### src/rtl/tr_irq_pkg.sv
package tr_irq_pkg;

  localparam int NUM_IRQ = 4;

  localparam int BIT_SQW = 0;
  localparam int BIT_SQC = 1;
  localparam int BIT_RXC = 2;
  localparam int BIT_LVL = 3;

  localparam int ADR_STATUS = 0;
  localparam int ADR_MASK   = 1;
  localparam int ADR_RXSTAT = 2;
  localparam int ADR_SQRX   = 3;
  localparam int ADR_SQTX   = 4;

  typedef struct packed {
    logic rdRxStat;
    logic rdSqRx;
    logic wrMask;
    logic wrSqTx;
  } busStrobes_t;

endpackage

### src/rtl/tr_irq_ctrl.sv
module tr_irq_ctrl
  import tr_irq_pkg::*;
#(
  parameter int ADDR_W = 3
) (
  input  logic [ADDR_W-1:0] busAddr,
  input  logic              busRd,
  input  logic              busWr,
  output busStrobes_t       strobes,
  output logic [ADDR_W-1:0] rdSel
);

  always_comb begin
    strobes          = '0;
    strobes.rdRxStat = busRd && (int'(busAddr) == ADR_RXSTAT);
    strobes.rdSqRx   = busRd && (int'(busAddr) == ADR_SQRX);
    strobes.wrMask   = busWr && (int'(busAddr) == ADR_MASK);
    strobes.wrSqTx   = busWr && (int'(busAddr) == ADR_SQTX);
  end

  assign rdSel = busAddr;

endmodule

### src/rtl/tr_irq_datapath.sv
module tr_irq_datapath
  import tr_irq_pkg::*;
#(
  parameter int INFO_W = 4,
  parameter int SQ_W   = 4,
  parameter int DATA_W = 8,
  parameter int ADDR_W = 3
) (
  input  logic                clk,
  input  logic                rstN,
  input  logic                lineSig,
  input  logic [INFO_W-1:0]   rxInfo,
  input  logic                rxCodeViol,
  input  logic [SQ_W-1:0]     sqRxCode,
  input  logic                mfStrobe,
  input  busStrobes_t         strobes,
  input  logic [ADDR_W-1:0]   rdSel,
  input  logic [DATA_W-1:0]   wrData,
  output logic [DATA_W-1:0]   rdData,
  output logic [SQ_W-1:0]     sqTxCode,
  output logic [NUM_IRQ-1:0]  irqStat,
  output logic [NUM_IRQ-1:0]  maskBits,
  output logic [INFO_W:0]     rxHeld,
  output logic [SQ_W-1:0]     sqHeld,
  output logic                irq
);

  localparam int RXS_W = INFO_W + 1;

  logic              lvlQ;
  logic              rxChg;
  logic              sqChg;
  logic              sqWr;
  logic [SQ_W-1:0]   txReg;
  logic [SQ_W-1:0]   txOut;
  logic [RXS_W-1:0]  rxNow;
  logic              rxSet;
  logic              sqSet;
  logic [NUM_IRQ-1:0] enabled;

  assign rxNow = {rxCodeViol, rxInfo};
  assign rxSet = (rxNow != rxHeld);
  assign sqSet = mfStrobe && (sqRxCode != sqHeld);

  always_ff @(posedge clk or negedge rstN) begin
    if (!rstN) begin
      lvlQ   <= 1'b0;
      rxHeld <= '0;
      rxChg  <= 1'b0;
    end else begin
      lvlQ   <= lineSig;
      rxHeld <= rxNow;
      rxChg  <= rxSet || (rxChg && !strobes.rdRxStat);
    end
  end

  always_ff @(posedge clk or negedge rstN) begin
    if (!rstN) begin
      sqHeld <= '0;
      sqChg  <= 1'b0;
    end else begin
      if (mfStrobe) sqHeld <= sqRxCode;
      sqChg <= sqSet || (sqChg && !strobes.rdSqRx);
    end
  end

  always_ff @(posedge clk or negedge rstN) begin
    if (!rstN) begin
      sqWr  <= 1'b0;
      txReg <= '0;
      txOut <= '0;
    end else begin
      sqWr <= mfStrobe || (sqWr && !strobes.wrSqTx);
      if (strobes.wrSqTx) txReg <= wrData[SQ_W-1:0];
      if (mfStrobe) txOut <= txReg;
    end
  end

  always_ff @(posedge clk or negedge rstN) begin
    if (!rstN) maskBits <= '1;
    else if (strobes.wrMask) maskBits <= wrData[NUM_IRQ-1:0];
  end

  always_comb begin
    irqStat          = '0;
    irqStat[BIT_LVL] = lvlQ;
    irqStat[BIT_RXC] = rxChg;
    irqStat[BIT_SQC] = sqChg;
    irqStat[BIT_SQW] = sqWr;
  end

  for (genvar g = 0; g < NUM_IRQ; g++) begin : g_enable
    assign enabled[g] = irqStat[g] & ~maskBits[g];
  end
  assign irq = |enabled;

  assign sqTxCode = txOut;

  always_comb begin
    rdData = '0;
    case (int'(rdSel))
      ADR_STATUS: begin
        rdData[DATA_W-1:NUM_IRQ] = '1;
        rdData[NUM_IRQ-1:0]      = irqStat;
      end
      ADR_MASK: begin
        rdData[DATA_W-1:NUM_IRQ] = '1;
        rdData[NUM_IRQ-1:0]      = maskBits;
      end
      ADR_RXSTAT: rdData[RXS_W-1:0] = rxHeld;
      ADR_SQRX:   rdData[SQ_W-1:0]  = sqHeld;
      ADR_SQTX:   rdData[SQ_W-1:0]  = txReg;
      default:    rdData = '0;
    endcase
  end

endmodule

### src/rtl/tr_irq_top.sv
module tr_irq_top
  import tr_irq_pkg::*;
#(
  parameter int INFO_W = 4,
  parameter int SQ_W   = 4,
  parameter int DATA_W = 8,
  parameter int ADDR_W = 3
) (
  input  logic              clk,
  input  logic              rstN,
  input  logic              lineSig,
  input  logic [INFO_W-1:0] rxInfo,
  input  logic              rxCodeViol,
  input  logic [SQ_W-1:0]   sqRxCode,
  input  logic              mfStrobe,
  input  logic [ADDR_W-1:0] busAddr,
  input  logic              busRd,
  input  logic              busWr,
  input  logic [DATA_W-1:0] busWdata,
  output logic [DATA_W-1:0] busRdata,
  output logic [SQ_W-1:0]   sqTxCode,
  output logic              irq
);

  busStrobes_t        strobes;
  logic [ADDR_W-1:0]  rdSel;
  logic [NUM_IRQ-1:0] irqStat;
  logic [NUM_IRQ-1:0] maskBits;
  logic [INFO_W:0]    rxHeld;
  logic [SQ_W-1:0]    sqHeld;

  tr_irq_ctrl #(.ADDR_W(ADDR_W)) u_ctrl (
    .busAddr (busAddr),
    .busRd   (busRd),
    .busWr   (busWr),
    .strobes (strobes),
    .rdSel   (rdSel)
  );

  tr_irq_datapath #(
    .INFO_W(INFO_W), .SQ_W(SQ_W), .DATA_W(DATA_W), .ADDR_W(ADDR_W)
  ) u_dp (
    .clk        (clk),
    .rstN       (rstN),
    .lineSig    (lineSig),
    .rxInfo     (rxInfo),
    .rxCodeViol (rxCodeViol),
    .sqRxCode   (sqRxCode),
    .mfStrobe   (mfStrobe),
    .strobes    (strobes),
    .rdSel      (rdSel),
    .wrData     (busWdata),
    .rdData     (busRdata),
    .sqTxCode   (sqTxCode),
    .irqStat    (irqStat),
    .maskBits   (maskBits),
    .rxHeld     (rxHeld),
    .sqHeld     (sqHeld),
    .irq        (irq)
  );

endmodule

### config.mk
export PLATFORM = sky130hd
export DESIGN_NAME = tr_irq_top
export DESIGN_NICKNAME = d
export VERILOG_FILES = /design/src/rtl/tr_irq_pkg.sv /design/src/rtl/tr_irq_ctrl.sv /design/src/rtl/tr_irq_datapath.sv /design/src/rtl/tr_irq_top.sv
export SDC_FILE = /design/constraint.sdc
export NUM_CORES = 1
export LEC_CHECK = 0
export ABC_AREA = 1
export BUFFER_PORTS_ARGS = -buffer_cell sky130_fd_sc_hd__buf_2
export CORE_MARGIN = 10
export CORE_UTILIZATION = 45
export CTS_CLUSTER_DIAMETER = 40
export CTS_CLUSTER_SIZE = 40
export DETAILED_ROUTE_END_ITERATION = 6
export GPL_TIMING_DRIVEN = 0
export HOLD_SLACK_MARGIN = 0.03
export PLACE_DENSITY = 0.71
export SETUP_SLACK_MARGIN = 0.15
export SKIP_LAST_GASP = 1
export SLEW_MARGIN = 10
export SYNTH_ARGS = -nofsm -noshare
export SYNTH_HDL_FRONTEND = slang
export SYNTH_SLANG_ARGS = --single-unit
### constraint.sdc
create_clock -name clk -period 2.87 [get_ports clk]
set_input_delay 0.574 -clock clk [delete_from_list [all_inputs] [get_ports clk]]
set_output_delay 0.574 -clock clk [all_outputs]
set_load 0.005 [all_outputs]
==> results of run 1 <==
cells by family (layout without fill, tap and decap cells):
kind of cell / after synthesis / in the layout / share of synthesized area
simple gates: 79 / 79 / 0.2814
buf+inv: 33 / 71 / 0.1048
flops: 25 / 25 / 0.4759
compound gates: 21 / 21 / 0.08404
mux: 4 / 4 / 0.03399
xor+xnor: 3 / 3 / 0.01983
registers in the layout, indices dropped and copies added (netlist names):
name,flops
u_dp.rxHeld,5
u_dp.txReg,4
u_dp.rxChg,1
u_dp.lvlQ,1
u_dp.sqTxCode,4
u_dp.sqHeld,4
u_dp.maskBits,4
u_dp.sqWr,1
u_dp.sqChg,1
per-layer routing:
metal / wire [um] / part of all wire / GRT usage
met5: 0 / 0 / 0
met2: 1598 / 0.53 / 0.2102
met4: 29 / 0.0096 / 0.04675
met1: 1245 / 0.41 / 0.1279
met3: 134 / 0.045 / 0.02926
layout make-up:
cell class	count	area share
Sequential cell	25	0.4042
Clock buffer	4	0.01684
Inverter	29	0.06977
Tap cell	31	0.02486
Multi-Input combinational cell	107	0.3561
Timing Repair Buffer	34	0.1091
Buffer	4	0.01925
synth_stat cells:
cell type / instances / area (um^2)
buf_6: 1 / 11.26
nand2_1: 48 / 180.2
nor2_4: 1 / 11.26
dfrtp_1: 21 / 525.5
nand2_2: 2 / 12.51
nand4_1: 4 / 25.02
inv_2: 3 / 11.26
inv_1: 26 / 97.59
o21ai_1: 10 / 50.05
mux2_2: 4 / 45.04
o21bai_1: 1 / 7.510
nand3_4: 1 / 17.52
nor2_1: 10 / 37.54
clkbuf_1: 1 / 3.750
o22ai_1: 1 / 6.260
a21o_1: 1 / 7.510
xor2_1: 1 / 8.760
o21ai_0: 7 / 35.03
nand3_2: 3 / 30.03
nand3b_1: 1 / 7.510
dfstp_2: 4 / 105.1
buf_4: 2 / 15.01
nand2_4: 1 / 11.26
a21oi_1: 1 / 5.000
xnor2_1: 2 / 17.52
nand3_1: 8 / 40.04
worst paths after layout:
check,to,cells past startpoint,slack [ns]
setup / recovery,busRdata[1],7,0.83
hold / removal,u_dp.txReg[1]$_DFFE_PN0P_,1,0.22
setup reg to reg,u_dp.sqChg$_DFF_PN0_,7,1.90
hold reg to reg,u_dp.maskBits[3]$_DFFE_PN1P_,2,0.50
max in group asynchronous,u_dp.maskBits[0]$_DFFE_PN1P_,1,2.28
min in group clk,u_dp.lvlQ$_DFF_PN0_,1,0.36
power by group:
group | total [W] | internal [W] | leakage, nW | switching [W]
sequential | 0.000436 | 0.000404 | 0.288 | 0.0000312
clock | 0.000155 | 0.0000542 | 0.0150 | 0.000101
combinational | 0.000165 | 0.0000756 | 0.572 | 0.0000894
total | 0.000756 | 0.000534 | 0.875 | 0.000221
cell usage in the layout, fill, tap and decap left out, drive strengths merged:
cell type / count
nand2: 51
buf: 37
inv: 29
dfrtp: 21
o21ai: 17
nand3: 12
nor2: 11
clkbuf: 5
nand4: 4
mux2: 4
dfstp: 4
xnor2: 2
o21bai: 1
nand3b: 1
a21o: 1
o22ai: 1
a21oi: 1
xor2: 1
metrics by stage:
stage | hold WS [ns] | area [um^2]
2_1_floorplan | 0.2784 | 1325
3_3_place_gp | 0.4738 | 1534
3_5_place_dp | 0.4814 | 1534
4_1_cts | 0.2367 | 1560
5_1_grt | 0.2369 | 1560
6_report | 0.2224 | 1560
worst reg2reg max path, delay by kind of cell, from the launching register on:
| family | cells | cell delay [ns] |
|---|---|---|
| AND/OR/NAND/NOR | 6 | 0.41 |
| buffers and inverters | 1 | 0.08 |
| flip-flops | 1 | 0.38 |
==> summary.md, run 1 <==
| Metric | Value |
|---|---|
| Outcome | `completed` |
| Hold Path Class | `input port to asynchronous set/reset pin` |
| Most frequent CP cell | `buf_2` |
| Fill cells | `249` |
| Non-filler instance count after layout | `234` |
| Area grow syn2layout | `17.75%` |
| CP Capture Type | `primary output` |
| Via-to-Cell Ratio | `4.842` |
| Fin crit share | `0.7110` |
| Avg Inst Size Synth | `8.030 um^2` |
| Area of the multi-input gates | `555.5 um^2` |
| Setup crit start | `busAddr[1]` |
| Mapped Nets | `191` |
| Routed vias | `1133` |
| GR Overflow Total | `0` |
| Startpoint types | `input port` |
| Max Freq | `490.1 MHz` |
| Cell family with the largest share of critical-path delay | `simple AND/OR/NAND/NOR gates` |
| Critical Path Max Stage Delay | `0.27 ns` |
| Gpl congestion | `0.9077` |
| Max clock buf depth | `2` |
| Antenna violations before repair | `0` |
| Remaining DRCs | `0` |
| Worst Path Required | `2.30 ns` |
| Synth cell types | `26` |
| VDD IR max | `0.4002 mV` |
| # Max-Cap Violations | `0` |
| Layout cells sized above 1 | `0.2906` |
| Crit path cell chain | `buf_2, nor2_4, nand3_1, o21ai_0, nor2_1, nand2_1, buf_2` |
| First-pass GRT wire length | `5147 um` |
| DR WL/cell | `12.85 um` |
| Largest net degree at the start of global routing | `26` |
| Clock Pin Slew Worst Setup and Hold Paths | `0.13 ns` |
| Clk_lat worst skew | `0.31 ns` |
| Crit path DAT | `1.47 ns` |
| Die area | `0.005515 mm^2` |
| Power Density | `484.2 mW/mm^2` |
| 1st-pass router iterations | `5` |
| Final Hold Viols | `0` |
| CTS root buf | `clkbuf_4` |
| Measured slew at the worst slew-check pin | `0.5377 ns` |
| CP max FO | `10` |
| Starting DRT DRC Count | `56` |
| Port buffer count | `34` |
| Total GRT Usage | `0.1167` |
| Buf+Inv Stages, Crit Path | `2` |
| Fin. max-slew vios | `0` |
| Layout Nets | `230` |
| Final worst-path setup slack | `0.8295 ns` |
| Synth Warn # | `0` |
| Sequential cell area | `630.6 um^2` |
| Slew Limit Headroom | `0.6415` |
| Post-CTS sizing | `0` |
| CP Class | `input port to primary output` |
| Overall power | `0.0007555 W` |
| Cells after DPL | `230` |
| Row count | `19` |
| Util after Layout | `0.5610` |
| Post-DP HPWL | `2479 um` |
| Period minus WS final | `2.041 ns` |
| RSZ-0062 raised after global routing | `false` |
| Syn Inst Count | `165` |
| Final setup fails | `0` |
| Reg-to-Reg Start | `u_dp.sqHeld[0]$_DFFE_PN0P_` |
| Diodes inserted | `0` |
| Number of setup buffers added after CTS | `0` |
| Initial Util | `0.4764` |
| Post-synthesis sequential area ratio | `0.4759` |
| Post-synthesis register bit count | `25` |
| Core ar. | `0.002781 mm^2` |
| Setup WS pre-CTS | `0.8487 ns` |
| Vias in the first global route | `1228` |
| Num CTS Buffers | `3` |
| Post-Syn Area | `0.001325 mm^2` |
| Crit-path slowest cell | `nor2_4` |
| Skew final | `0.0008057 ns` |
| Width of the die | `74.27 um` |
| Sinks on Clock Net | `25` |
| Drt total wl | `3007 um` |
| Die extent in y | `74.27 um` |
| Leak | `0.8750 nW` |
| I/O Pins | `39` |
| # hold bufs at CTS | `0` |
| Setup_tns | `0 ns` |
| DRT antenna net count | `0` |
| H-Tree Depth | `1` |
| CTS tree | `yes` |
Power figures use the tool's default switching activity.
==> run 2: changes to the inputs <==
- PLACE_DENSITY: 0.71 -> 0.74
- clock period: 2.87 -> 1.7 ns (I/O delays scaled with it)
==> run 2 against run 1 <==
Final cell count is 3.4% higher. Wire length increased by 3.1%. Sequential power up 70%. Non-clock buffer count increased by 7. Critical path type is now flip-flop to primary output.
==> summary.md, run 2 (synthesis results as in run 1) <==
| Metric | Value |
|---|---|
| Antenna violations before repair | `0 (unchanged)` |
| Clock Pin Slew Worst Setup and Hold Paths | `0.13 ns (about the same)` |
| Outcome | `completed` |
| Clk_lat worst skew | `0.32 ns (about the same)` |
| Layout cells sized above 1 | `0.3175 (+0.02690)` |
| DR WL/cell | `12.81 um (-0.28%)` |
| Util after Layout | `0.5852 (+0.02429)` |
| Fin crit share | `0.9595` |
| Post-DP HPWL | `2401 um (-3.2%)` |
| Commonest non-fill, non-tap cell in the layout | `nand2_1` |
| Remaining DRCs | `0 (unchanged)` |
| I/O Pins | `39 (unchanged)` |
| Largest net degree at the start of global routing | `26 (unchanged)` |
| Routed vias | `1148 (+1.3%)` |
| Biggest register | `u_dp.rxHeld` |
| Sinks on Clock Net | `25 (unchanged)` |
| Vias in the first global route | `1073 (-13%)` |
| Core ar. | `0.002781 mm^2 (unchanged)` |
| Max Freq | `613.0 MHz` |
| Number of flip-flops in the largest register | `5 (unchanged)` |
| Gpl congestion | `0.8290 (-8.7%)` |
| CP max FO | `3 (-7)` |
| Width of the die | `74.27 um (unchanged)` |
| Area of the multi-input gates | `568.0 um^2 (+2.3%)` |
| Area grow syn2layout | `22.85%` |
| GR Overflow Total | `0 (unchanged)` |
| Num CTS Buffers | `3 (unchanged)` |
| Period minus WS final | `1.631 ns` |
| Row count | `19 (unchanged)` |
| Starting DRT DRC Count | `47 (-16%)` |
| Crit-path slowest cell | `dfstp_2` |
| CTS tree | `yes` |
| # Max-Cap Violations | `0 (unchanged)` |
| Final setup fails | `0 (unchanged)` |
| Power Density | `810.5 mW/mm^2 (+67%)` |
| RSZ-0062 raised after global routing | `true` |
| Diodes inserted | `0 (unchanged)` |
| Sequential cell area | `630.6 um^2 (unchanged)` |
| Setup_tns | `0 ns (unchanged)` |
| Port buffer count | `34 (unchanged)` |
| Leak | `0.9162 nW (+4.7%)` |
| Initial Util | `0.4764 (unchanged)` |
| Fin. max-slew vios | `0 (unchanged)` |
| Slew Limit Headroom | `0.6471 (+0.005580)` |
| First-pass GRT wire length | `4857 um (-5.6%)` |
| Die extent in y | `74.27 um (unchanged)` |
| Skew final | `0.003162 ns (+0.002356 ns)` |
| Critical Path Max Stage Delay | `0.58 ns (+0.31 ns)` |
| CTS root buf | `clkbuf_4` |
| DRT antenna net count | `0 (unchanged)` |
| VDD IR max | `0.7269 mV (+82%)` |
| Most frequent cells in the layout | `nand2_1 (48), buf_2 (34), inv_1 (26)` |
| Setup WS pre-CTS | `0.1252 ns (-0.7234 ns)` |
| Crit path cell chain | `o22ai_2, a21oi_1, nand2_1, buf_2` |
| Hold Path Class | `input port to flip-flop` |
| Final Hold Viols | `0 (unchanged)` |
| CP Capture Type | `primary output` |
| Startpoint types | `flip-flop` |
| Drt total wl | `3101 um (+3.1%)` |
| Crit path DAT | `1.29 ns (-0.18 ns)` |
| Via-to-Cell Ratio | `4.744 (-2.0%)` |
| Max clock buf depth | `2 (unchanged)` |
| Worst Path Required | `1.36 ns (-0.94 ns)` |
| Layout Nets | `238 (+3.5%)` |
| Die area | `0.005515 mm^2 (unchanged)` |
| Total GRT Usage | `0.1110 (-0.005775)` |
| CP Class | `flip-flop to primary output` |
| Final worst-path setup slack | `0.06879 ns (-0.7607 ns)` |
| H-Tree Depth | `1 (unchanged)` |
| 1st-pass router iterations | `4 (-1)` |
| Fill cells | `263 (+5.6%)` |
| Measured slew at the worst slew-check pin | `0.5294 ns (-0.008370 ns)` |
[run 2: changes by cell type in the layout (fill, tap and decap cells not counted)]
cell           before  now
o21ai_0             7    5
dlygate4sd3_1       0    1
o22ai_2             0    1
nor2_2              0    1
o21ai_1            10   12
buf_4               2    8
o22ai_1             1    0
[run 2: power by group]
part	switching (W)	total (W)	internal, W
registers	0.0000575	0.000741	0.000683
logic	0.000158	0.000311	0.000153
clock network	0.000176	0.000268	0.0000919
[run 2: metal layers]
layer | vias to the layer above | GRT usage | wire length, um
li1 | 608 | - | -
met1 | 507 | 0.1340 | 1312
met2 | 29 | 0.1847 | 1592
met3 | 4 | 0.02660 | 162
met4 | 0 | 0.04675 | 34
met5 | - | 0 | 0
[run 2: layout make-up]
class,count,share of cell area
Inverter,29,0.06687
Multi-Input combinational cell,108,0.3490
Tap cell,31,0.02383
Timing Repair Buffer,41,0.1384
Buffer,4,0.01845
Sequential cell,25,0.3874
Clock buffer,4,0.01614
[run 2: what timing repair did]
item / 4_1_cts / 5_1_grt
hold buffers: 1 / 0
endpoints found under the hold margin: 21 / 0
endpoints found under the setup margin: 5 / 5
buffers inserted: 2 / 4
pin swaps: 7 / 8
gates resized for setup: 1 / 2
cloned: 0 / 1
[run 2: per-stage QoR]
step / hold WS, ns / power, W / std cells / cell area, um^2
after floorplan: 0.04441 / 0.0008914 / 165 / 1325
after global placement: 0.3586 / 0.001017 / 230 / 1534
after detailed placement: 0.3503 / 0.001029 / 230 / 1534
after CTS: 0.1096 / 0.001303 / 237 / 1592
after global routing: 0.1097 / 0.001393 / 242 / 1628
final: 0.1149 / 0.001319 / 242 / 1628
[run 2: worst paths after layout]
path / depth (start not counted) / endpoint / slack (ns) / start
max in group asynchronous: 2 / u_dp.maskBits[3]$_DFFE_PN1P_ / 0.82 / rstN
hold / removal: 1 / u_dp.lvlQ$_DFF_PN0_ / 0.11 / lineSig
setup / recovery: 4 / irq / 0.07 / u_dp.maskBits[2]$_DFFE_PN1P_
setup reg to reg: 5 / u_dp.rxChg$_DFF_PN0_ / 0.71 / u_dp.rxHeld[0]$_DFF_PN0_
hold reg to reg: 2 / u_dp.maskBits[1]$_DFFE_PN1P_ / 0.50 / u_dp.maskBits[1]$_DFFE_PN1P_
min in group asynchronous: 2 / u_dp.sqTxCode[0]$_DFFE_PN0P_ / 0.52 / rstN
[run 2: critical path, delay by kind of cell, from the launching register on]
| kind | cells | cell delay (ns) |
|---|---|---|
| AO/OA/AOI/OAI | 2 | 0.18 |
| AND/OR/NAND/NOR | 1 | 0.08 |
| buffers and inverters | 1 | 0.13 |
| flip-flops | 1 | 0.58 |
